File: config.mk
export PLATFORM = sky130hd
export DESIGN_NAME = normdiv_top
export DESIGN_NICKNAME = d
export VERILOG_FILES = /design/src/rtl/normdiv_pkg.sv /design/src/rtl/normdiv_lead_scan.sv /design/src/rtl/normdiv_qest.sv /design/src/rtl/normdiv_top.sv
export SDC_FILE = /design/constraint.sdc
export NUM_CORES = 2
export LEC_CHECK = 0
export BUFFER_PORTS_ARGS = -buffer_cell sky130_fd_sc_hd__buf_2
export CAP_MARGIN = 20
export CORE_ASPECT_RATIO = 1.4
export CORE_UTILIZATION = 55
export CTS_CLUSTER_SIZE = 25
export DETAILED_ROUTE_END_ITERATION = 8
export PLACE_DENSITY = 0.72
export SYNTH_ARGS = -nofsm -noshare
export SYNTH_HDL_FRONTEND = slang
export SYNTH_SLANG_ARGS = --single-unit
File: constraint.sdc
create_clock -name clk -period 181.3 [get_ports clk]
set_input_delay 18.13 -clock clk [delete_from_list [all_inputs] [get_ports clk]]
set_output_delay 18.13 -clock clk [all_outputs]
set_load 0.05 [all_outputs]
File: src/rtl/normdiv_pkg.sv
package normdiv_pkg;

    typedef enum logic [2:0] {
        ST_IDLE,
        ST_NORM,
        ST_SHIFT,
        ST_EST,
        ST_FIX,
        ST_UNNORM,
        ST_DONE
    } nd_state_e;

endpackage

File: src/rtl/normdiv_lead_scan.sv
// Finds the most significant non-zero divisor digit and the number of
// leading zero bits inside it (the normalizing shift).
module normdiv_lead_scan #(
    parameter int DIGIT_W = 16,
    parameter int DEN_DIG = 2,
    localparam int DEN_W  = DIGIT_W * DEN_DIG,
    localparam int IDX_W  = (DEN_DIG > 1) ? $clog2(DEN_DIG) : 1,
    localparam int SH_W   = (DIGIT_W > 1) ? $clog2(DIGIT_W) : 1
) (
    input  logic [DEN_W-1:0]   den,
    output logic [IDX_W-1:0]   lead_idx,
    output logic [SH_W-1:0]    shift
);

    logic [DIGIT_W-1:0] top_digit;
    logic               seen_one;

    always_comb begin
        lead_idx = '0;
        for (int i = 0; i < DEN_DIG; i++) begin
            if (den[i*DIGIT_W +: DIGIT_W] != '0) begin
                lead_idx = IDX_W'(i);
            end
        end
    end

    assign top_digit = den[int'(lead_idx)*DIGIT_W +: DIGIT_W];

    always_comb begin
        shift    = '0;
        seen_one = 1'b0;
        for (int b = DIGIT_W - 1; b >= 0; b--) begin
            if (!seen_one) begin
                if (top_digit[b]) begin
                    seen_one = 1'b1;
                end else if (b != 0) begin
                    shift = shift + 1'b1;
                end
            end
        end
    end

endmodule

File: src/rtl/normdiv_qest.sv
// Guesses one quotient digit from the two leading digits of the running
// remainder and the leading digit of the normalized divisor, capped at
// the largest digit value.
module normdiv_qest #(
    parameter int DIGIT_W = 16,
    parameter int DEN_DIG = 2,
    localparam int DEN_W  = DIGIT_W * DEN_DIG,
    localparam int REM_W  = DEN_W + DIGIT_W,
    localparam int IDX_W  = (DEN_DIG > 1) ? $clog2(DEN_DIG) : 1
) (
    input  logic [REM_W-1:0]   part_rem,
    input  logic [DEN_W-1:0]   norm_den,
    input  logic [IDX_W-1:0]   lead_idx,
    output logic [DIGIT_W-1:0] qhat
);

    logic [2*DIGIT_W-1:0] top_pair;
    logic [DIGIT_W-1:0]   den_top;
    logic [2*DIGIT_W-1:0] raw_q;

    assign top_pair = part_rem[int'(lead_idx)*DIGIT_W +: 2*DIGIT_W];
    assign den_top  = norm_den[int'(lead_idx)*DIGIT_W +: DIGIT_W];

    always_comb begin
        if (den_top == '0) begin
            raw_q = '1;
        end else begin
            raw_q = top_pair / {{DIGIT_W{1'b0}}, den_top};
        end
        if (raw_q[2*DIGIT_W-1:DIGIT_W] != '0) begin
            qhat = '1;
        end else begin
            qhat = raw_q[DIGIT_W-1:0];
        end
    end

endmodule

File: src/rtl/normdiv_top.sv
module normdiv_top
    import normdiv_pkg::*;
#(
    parameter int DIGIT_W = 16,
    parameter int NUM_DIG = 4,
    parameter int DEN_DIG = 2,
    localparam int NUM_W  = DIGIT_W * NUM_DIG,
    localparam int DEN_W  = DIGIT_W * DEN_DIG,
    localparam int EXT_W  = NUM_W + DIGIT_W,
    localparam int REM_W  = DEN_W + DIGIT_W,
    localparam int IDX_W  = (DEN_DIG > 1) ? $clog2(DEN_DIG) : 1,
    localparam int SH_W   = (DIGIT_W > 1) ? $clog2(DIGIT_W) : 1,
    localparam int DIG_W  = $clog2(NUM_DIG + 1)
) (
    input  logic             clk,
    input  logic             rst_n,
    input  logic             start,
    input  logic [NUM_W-1:0] dividend,
    input  logic [DEN_W-1:0] divisor,
    output logic             busy,
    output logic             done,
    output logic             div_by_zero,
    output logic [NUM_W-1:0] quotient,
    output logic [DEN_W-1:0] remainder
);

    nd_state_e state_q, state_d;

    logic [EXT_W-1:0]   num_q;
    logic [DEN_W-1:0]   den_q;
    logic [DEN_W-1:0]   vden_q;
    logic [SH_W-1:0]    shift_q;
    logic [IDX_W-1:0]   lead_q;
    logic [REM_W-1:0]   rem_q;
    logic [REM_W-1:0]   prod_q;
    logic [DIGIT_W-1:0] qhat_q;
    logic [NUM_W-1:0]   quo_q;
    logic [DIG_W-1:0]   dig_q;
    logic [1:0]         corr_q;
    logic               dz_q;
    logic [NUM_W-1:0]   quo_out_q;
    logic [DEN_W-1:0]   rem_out_q;

    logic [IDX_W-1:0]   lead_w;
    logic [SH_W-1:0]    shift_w;
    logic [DIGIT_W-1:0] qhat_w;
    logic               too_big;

    normdiv_lead_scan #(.DIGIT_W(DIGIT_W), .DEN_DIG(DEN_DIG)) u_scan (
        .den      (den_q),
        .lead_idx (lead_w),
        .shift    (shift_w)
    );

    normdiv_qest #(.DIGIT_W(DIGIT_W), .DEN_DIG(DEN_DIG)) u_qest (
        .part_rem (rem_q),
        .norm_den (vden_q),
        .lead_idx (lead_q),
        .qhat     (qhat_w)
    );

    assign too_big = (prod_q > rem_q);

    // State register
    always_ff @(posedge clk or negedge rst_n) begin
        if (!rst_n) begin
            state_q <= ST_IDLE;
        end else begin
            state_q <= state_d;
        end
    end

    // Next-state logic
    always_comb begin
        state_d = state_q;
        unique case (state_q)
            ST_IDLE: begin
                if (start) begin
                    state_d = (divisor == '0) ? ST_DONE : ST_NORM;
                end
            end
            ST_NORM:   state_d = ST_SHIFT;
            ST_SHIFT:  state_d = ST_EST;
            ST_EST:    state_d = ST_FIX;
            ST_FIX: begin
                if (!too_big) begin
                    state_d = (dig_q == '0) ? ST_UNNORM : ST_SHIFT;
                end
            end
            ST_UNNORM: state_d = ST_DONE;
            ST_DONE:   state_d = ST_IDLE;
            default:   state_d = ST_IDLE;
        endcase
    end

    // Datapath registers
    always_ff @(posedge clk or negedge rst_n) begin
        if (!rst_n) begin
            num_q     <= '0;
            den_q     <= '0;
            vden_q    <= '0;
            shift_q   <= '0;
            lead_q    <= '0;
            rem_q     <= '0;
            prod_q    <= '0;
            qhat_q    <= '0;
            quo_q     <= '0;
            dig_q     <= '0;
            corr_q    <= '0;
            dz_q      <= 1'b0;
            quo_out_q <= '0;
            rem_out_q <= '0;
        end else begin
            unique case (state_q)
                ST_IDLE: begin
                    if (start) begin
                        num_q <= {{DIGIT_W{1'b0}}, dividend};
                        den_q <= divisor;
                        dz_q  <= (divisor == '0);
                        if (divisor == '0) begin
                            quo_out_q <= '0;
                            rem_out_q <= '0;
                        end
                    end
                end
                ST_NORM: begin
                    num_q   <= num_q << shift_w;
                    vden_q  <= den_q << shift_w;
                    shift_q <= shift_w;
                    lead_q  <= lead_w;
                    rem_q   <= '0;
                    quo_q   <= '0;
                    dig_q   <= DIG_W'(NUM_DIG);
                end
                ST_SHIFT: begin
                    rem_q <= {rem_q[REM_W-DIGIT_W-1:0],
                              num_q[int'(dig_q)*DIGIT_W +: DIGIT_W]};
                end
                ST_EST: begin
                    qhat_q <= qhat_w;
                    prod_q <= REM_W'(qhat_w) * REM_W'(vden_q);
                    corr_q <= '0;
                end
                ST_FIX: begin
                    if (too_big) begin
                        qhat_q <= qhat_q - 1'b1;
                        prod_q <= prod_q - REM_W'(vden_q);
                        corr_q <= corr_q + 1'b1;
                    end else begin
                        rem_q <= rem_q - prod_q;
                        quo_q <= {quo_q[NUM_W-DIGIT_W-1:0], qhat_q};
                        if (dig_q != '0) begin
                            dig_q <= dig_q - 1'b1;
                        end
                    end
                end
                ST_UNNORM: begin
                    quo_out_q <= quo_q;
                    rem_out_q <= DEN_W'(rem_q >> shift_q);
                end
                ST_DONE: begin
                end
                default: begin
                end
            endcase
        end
    end

    // Outputs
    always_comb begin
        busy        = (state_q != ST_IDLE) && (state_q != ST_DONE);
        done        = (state_q == ST_DONE);
        div_by_zero = dz_q;
        quotient    = quo_out_q;
        remainder   = rem_out_q;
    end

    // Assertions
    assert_busy_done_excl_R2: assert property (@(posedge clk) disable iff (!rst_n)
        !(busy && done));

    assert_digit_exact_R3: assert property (@(posedge clk) disable iff (!rst_n)
        (state_q == ST_FIX && !too_big) |-> ((rem_q - prod_q) < REM_W'(vden_q)));

    assert_rem_below_div_R4: assert property (@(posedge clk) disable iff (!rst_n)
        (done && !div_by_zero) |-> (remainder < den_q));

    assert_dz_zero_R5: assert property (@(posedge clk) disable iff (!rst_n)
        (done && div_by_zero) |-> (quotient == '0 && remainder == '0));

    assert_fix_bound_R7: assert property (@(posedge clk) disable iff (!rst_n)
        (state_q == ST_FIX) |-> (corr_q <= 2'd2));

    assert_hold_idle_R9: assert property (@(posedge clk) disable iff (!rst_n)
        (state_q == ST_IDLE && !start) |=> ($stable(quotient) && $stable(remainder)));

endmodule

Word level (Yosys, flattened, before mapping) --
Index checks and enable logic that the tools add are counted.
Storage, ports and cells: output and inout bits 99, word-level logic and storage cells 159, register bits 428
Operators by class: multipliers 1, $lt $le $gt $ge 1, muxes and demuxes 83, reductions and logical operators 22, $add $sub $neg 18, eq/ne operators 12, shifts and indexed selects 7, div/mod/pow operators 1
Operators with widths (count):
- one-hot mux 64 bit (2 select lines) | 2
- 2-to-1 mux 64 bit | 3
- one-hot mux 80 bit (2 select lines) | 1
- one-hot mux 48 bit (3 select lines) | 1
- 2-to-1 mux 4 bit | 28
- 2-to-1 mux 32 bit | 3
- 2-to-1 mux 48 bit | 2
- one-hot mux 48 bit (2 select lines) | 1
- 2-to-1 mux 80 bit | 1
- indexed part select 80 x 8 -> 16 bit | 1
- << shifter 80 x 4 -> 80 bit | 1
- one-hot mux 32 bit (2 select lines) | 1
- indexed part select 32 x 6 -> 16 bit | 2
- adder 4 x 1 -> 4 bit, second input constant | 13
- > comparator 48 bit | 1
- multiplier 16 x 32 -> 48 bit | 1
- indexed part select 48 x 6 -> 32 bit | 1
- >> shifter 48 x 4 -> 32 bit | 1
- subtractor 48 x 32 -> 48 bit | 1
- subtractor 48 bit | 1
- divider 32 x 16 -> 32 bit | 1
- zero test 32 bit | 1
- 2-to-1 mux 16 bit | 2
- one-hot mux 16 bit (2 select lines) | 1
- other kinds (21) | 74

Logic depth before layout (Yosys ltp) --
word-level depth 48, depth in mapped cells 539

Hierarchy --
A second synthesis with hierarchy kept.
Second synthesis, totals: cells, all modules 8595, area total of the unflattened synthesis 70392.5 µm²
Modules (own cells, without submodules):
- normdiv_top | times used 1, area an instance 45969.1 µm², seq. area each 10710.3 µm², cells an instance 5178
- normdiv_qest | times used 1, area an instance 22982.0 µm², seq. area each 0.0 µm², cells an instance 3217
- normdiv_lead_scan | times used 1, area an instance 1441.4 µm², seq. area each 0.0 µm², cells an instance 200

Least setup slack after synthesis --
Ideal clock, no wire load.
path kind reg2reg, from register lead_q, to register prod_q[46], data arrival time 102546 ps, setup time 104 ps, period minus slack after synthesis 102650 ps, required time 181196 ps, slack 78650 ps, cell stages (with the launch flop) 513, path through dfrtp_1 buf_2 buf_6 buf_2 buf_4 buf_1 clkbuf_1 clkbuf_1 mux2i_1 ha_1 o21a_1 o221ai_1 or4_1 o21a_1 ha_1 o211a_1 o21ai_0 or4_1 [477 not listed] o21bai_1 a21oi_1 o21bai_1 a21oi_1 o21bai_1 a21oi_1 o21bai_1 a21oi_1 o21bai_1 a21oi_1 o21ai_0 a31oi_1 nor2b_1 o21a_1 o41ai_1 o21ai_0 xnor2_1 a221oi_1
Between the ends: cells in the longest elaborated chain, start to end 7, elaborated cells between the ends (all ways) 9, those cells by class mul (1); div (1); shift (2); mux (3); reduce/logical (2)
Ends and longest elaborated chain:
- start: declaration | RTL line normdiv_top.sv:33 | logic [IDX_W-1:0] lead_q;
- start signal: assignment | RTL line normdiv_top.sv:130 | lead_q <= lead_w;
- indexed part select 48 x 6 -> 32 bit / indexed part select 32 x 6 -> 16 bit (equally long branches) | RTL line normdiv_qest.sv:21, normdiv_qest.sv:22
- divider 32 x 16 -> 32 bit / zero test 16 bit (equally long branches) | RTL line normdiv_qest.sv:28, normdiv_qest.sv:25
- 2-to-1 mux 32 bit * | RTL line normdiv_qest.sv:25 | if (den_top == '0) begin
- nonzero test 16 bit | RTL line normdiv_qest.sv:30 | if (raw_q[2*DIGIT_W-1:DIGIT_W] != '0) begin
- 2-to-1 mux 16 bit * | RTL line normdiv_qest.sv:30
- multiplier 16 x 32 -> 48 bit * | RTL line normdiv_top.sv:141 | prod_q <= REM_W'(qhat_w) * REM_W'(vden_q);
- one-hot mux 48 bit (2 select lines) * | RTL line normdiv_top.sv:114 | unique case (state_q)
- end signal: assignment | RTL line normdiv_top.sv:141
- end signal: assignment | RTL line normdiv_top.sv:147 | prod_q <= prod_q - REM_W'(vden_q);
- end: declaration | RTL line normdiv_top.sv:35 | logic [REM_W-1:0] prod_q;
Mark *: on every way between the ends. The rest lies on a longest branch, timed or not. A chain may end at the register's enable or synchronous reset.

Worst setup path in the final report --
from register lead_q, to register prod_q[47]
The elaborated chain is that of the path after synthesis.

==> run summary <==
The tightest min-delay check is of the register to register type. TritonCTS built the clock tree. Met3 routing resource usage after global routing: 5.52%. The synthesis-to-layout area growth is 6.61%, and the total iterations of the first detailed-routing run is 7. After clock tree synthesis, the setup repair step added 0 buffers. After detailed routing, the total wire length is 234000 microns. Measured along the y axis, the die boundary spans 415 microns. The synthesized netlist devotes 3.78% of its cell area to XOR and XNOR gates.

At the end of routability-driven placement, the weighted congestion stood at 0.977. The clock-pin slew reported for the worst setup and hold paths after clock tree synthesis was 70 ps; the number of placed I/O pins was 198. The post-cts sizing count was 0; the mean area per synthesized cell was 7.95 sq um.

The portion of netlist area occupied by mux cells was 9.25%. For the final net count, the log shows 9535. The post-synthesis instance area was 67200 sq um.

Using the TritonRoute via totals, the vias-per-cell ratio works out to 6.41. Share of synthesized area occupied by flip-flops and latches: 15.9%. The worst path meets setup with 68680 ps of slack. For the maximum clock frequency, the log shows 0.00888 GHz.

After layout, the minimum clock period comes to 112620 ps. Of the total synthesized cell area, the portion taken by AND, OR, NAND and NOR gates is 19.1%. Counting the fill cells in the layout gives 11.1k.

Along the worst path, the maximum fanout reaches 52. The cell sitting at the root of the clock tree is a sky130_fd_sc_hd__clkbuf_16. The slowest stage of the critical path belongs to the cell sky130_fd_sc_hd__o41ai_2. The die covers 124000 sq um.

The pin count of the biggest net entering global routing was 106; the cell count after synthesis was 8447. The cell count after placement came out at 9958. The first global-routing pass estimated 362000 microns of wire.

Measured along the x axis, the die boundary spans 297 microns. Along the worst hold path, the cell count comes to 2. 0 antenna diodes ended up in the layout. The critical path is of the register to register type. In this run, synthesis inferred 0 flip-flops with an integrated enable. The number of max-slew violations in the final report was 0; the portion of the clock cycle consumed by the worst path in the final layout was 62.1%. The number of standard cells in the layout, taps in and fillers out was 10.0k; the number of rows in the core area was 151. The run gives 650 ps as the clock latency of the later-clocked register in the worst-skew pair. The logs give 52.2 ps for the maximum clock skew at final layout and 68680 ps for the slack of the worst reg-to-reg path. In the routed design, unresolved DRC markers number 0.

The initial standard-cell utilization of the core came out at 55.5%. Summed over all layers, the global routing overflow is 0. During synthesis, Yosys emitted a total of 0 warnings. Data arrives at the worst endpoint at 113120 ps. The total negative setup slack was 0 ps; the total nets after synthesis was 9575. The number of hold violations in the final report was 0.

Hold repair after CTS inserted 0 buffers. Timing analysis after detailed placement gives a worst setup slack of 70030 ps. Most crowded layer after global routing: met2. The distinct cell type count of the synthesized netlist was 129; the logic depth of the worst register-to-register path was 479. CTS built an H-tree with a depth of 2.

The adder-cell area share of the yosys netlist works out to 23.9%. Buffers placed on the I/O ports in this run total 197. The worst-case clock buffer depth came out at 3. In the synthesized netlist the dominant register cell turns out to be sky130_fd_sc_hd__dfrtp_1. Dividing the detail-routed wire length by the instance count gives 23.3 microns. The register bit count reported by yosys came out at 428. The tools report the kind of start point of the critical path as a register. The run finished with clean final reports. Detailed routing inserted a total of 64.4k vias. For met1 alone, demand over resource in global routing was 41.5%. Setup repair after global routing left no endpoint under its margin.

The first routing iteration left 5130 violations. The normalized max-slew margin is 22.5%, and the max-cap check violation count is 0. In the final layout, the share of cells above drive strength 1 is 9.10%. The instance area at placement came out at 69800 sq um. The run gives 63.9% as the met2 track utilization from global routing. The most used cell along the critical path was sky130_fd_sc_hd__o21a_1. The run gives 0 as the number of nets with antenna violations after routing. The via count of the first global-routing pass was 64.2k.

The type of destination of the critical path is a register. The synthesized netlist devotes 21.5% of its cell area to compound gates. The main combinational cell family by area after synthesis was adder cells. In the layout the commonest cells are sky130_fd_sc_hd__nand2_1 (1312), sky130_fd_sc_hd__inv_1 (712), sky130_fd_sc_hd__ha_1 (609), sky130_fd_sc_hd__nor2_1 (600), sky130_fd_sc_hd__a21oi_1 (554). Once detailed placement completed, the half-perimeter wirelength came to 180000 microns. The number of clock buffers added by TritonCTS is 44. The run gives 4 as the initial antenna violation count. Share of synthesized registers carrying an async set or reset: 100%. The tools report the final instance area as 71600 sq um.

The logs give 428 for the number of sinks driven by the clock tree and 37.2% for the aggregate global-route resource usage. STA puts the critical path data required time at 181800 ps. Setup violations remaining at the end of the flow were counted as 0.

The most frequent standard cell in the layout excluding fill and tap cells was sky130_fd_sc_hd__nand2_1. For this run, the slowest stage of the critical path takes 860 ps. The total area inside the core boundary comes to 121000 sq um. The pin slew with the least headroom to its limit came out at 1160 ps.
logic make-up after synthesis:
group                      count (synthesis)
DFF                                      428
and+or+nand+nor                         2862
xor gates and xnor gates                 287
buffers and inverters                   1139
muxes                                    541
AOI/OAI and AO/OA                       2160
adders and majority gates               1030
sequential cells by signal (all words and copies together) (netlist names):
register	count
quotient	64
quo_q	64
state_q	3
div_by_zero	1
dig_q	3
vden_q	32
lead_q	1
qhat_q	16
remainder	32
prod_q	48
den_q	32
shift_q	4
rem_q	48
num_q	80
cells in the mapped netlist (192+ instances only):
| library cell | count | area, sq um |
|---|---|---|
| sky130_fd_sc_hd__mux2i_1 | 362 | 3620 |
| sky130_fd_sc_hd__inv_1 | 712 | 2670 |
| sky130_fd_sc_hd__xnor2_1 | 202 | 1770 |
| sky130_fd_sc_hd__fa_1 | 420 | 8410 |
| sky130_fd_sc_hd__ha_1 | 609 | 7620 |
| sky130_fd_sc_hd__o21a_1 | 192 | 1440 |
| sky130_fd_sc_hd__nor3_1 | 267 | 1340 |
| sky130_fd_sc_hd__a21oi_1 | 555 | 2780 |
| sky130_fd_sc_hd__clkbuf_1 | 336 | 1260 |
| sky130_fd_sc_hd__o21ai_0 | 384 | 1920 |
| sky130_fd_sc_hd__nor2_1 | 605 | 2270 |
| sky130_fd_sc_hd__nand2_1 | 1315 | 4940 |
| sky130_fd_sc_hd__dfrtp_1 | 428 | 10700 |
critical path: cells and delay by family (launching register included):
family                     cells  cell delay [ps]
AOI/OAI and AO/OA            296            65200
and+or+nand+nor              120            26810
adders and majority gates     36            11950
buffers and inverters         19             4990
muxes                          7             2330
DFF                            1              750
xor gates and xnor gates       1              170
layout make-up:
type / count / area [sq um] / area share, %
Inverter: 718 / 2700 / 3.76
Multi-Input combinational cell: 6880 / 52400 / 73.2
Sequential cell: 428 / 10700 / 15.0
Clock buffer: 59 / 1240 / 1.73
Tap cell: 1606 / 2010 / 2.81
Timing Repair Buffer: 335 / 2130 / 2.98
Clock inverter: 23 / 378 / 0.528
path summary, 6_finish.rpt:
| check | startpoint | end |
|---|---|---|
| setup / recovery | lead_q | prod_q[47] |
| hold / removal | div_by_zero | div_by_zero |
| setup reg to reg | lead_q | prod_q[47] |
| hold reg to reg | div_by_zero | div_by_zero |
| max in group asynchronous | rst_n | lead_q |
| min in group asynchronous | rst_n | num_q[26] |
routing by layer:
| metal | vias up | share of wire [%] | wire length (microns) |
|---|---|---|---|
| met5 | - | 0.018 | 42 |
| met4 | 8 | 9.1 | 21300 |
| met3 | 981 | 6.9 | 16100 |
| met2 | 2832 | 48 | 112000 |
| met1 | 30933 | 36 | 84600 |
| li1 | 29665 | - | - |
metrics by stage:
step                util (%)  hold slack, ps
floorplan                  -             459
global placement        57.6             457
detailed placement      57.7             461
CTS                     59.0             484
global route            59.1             505
finish                  59.1             479
Power is not shown: default switching activity piles up to over one toggle a cycle in this logic, so the estimate is an artifact.
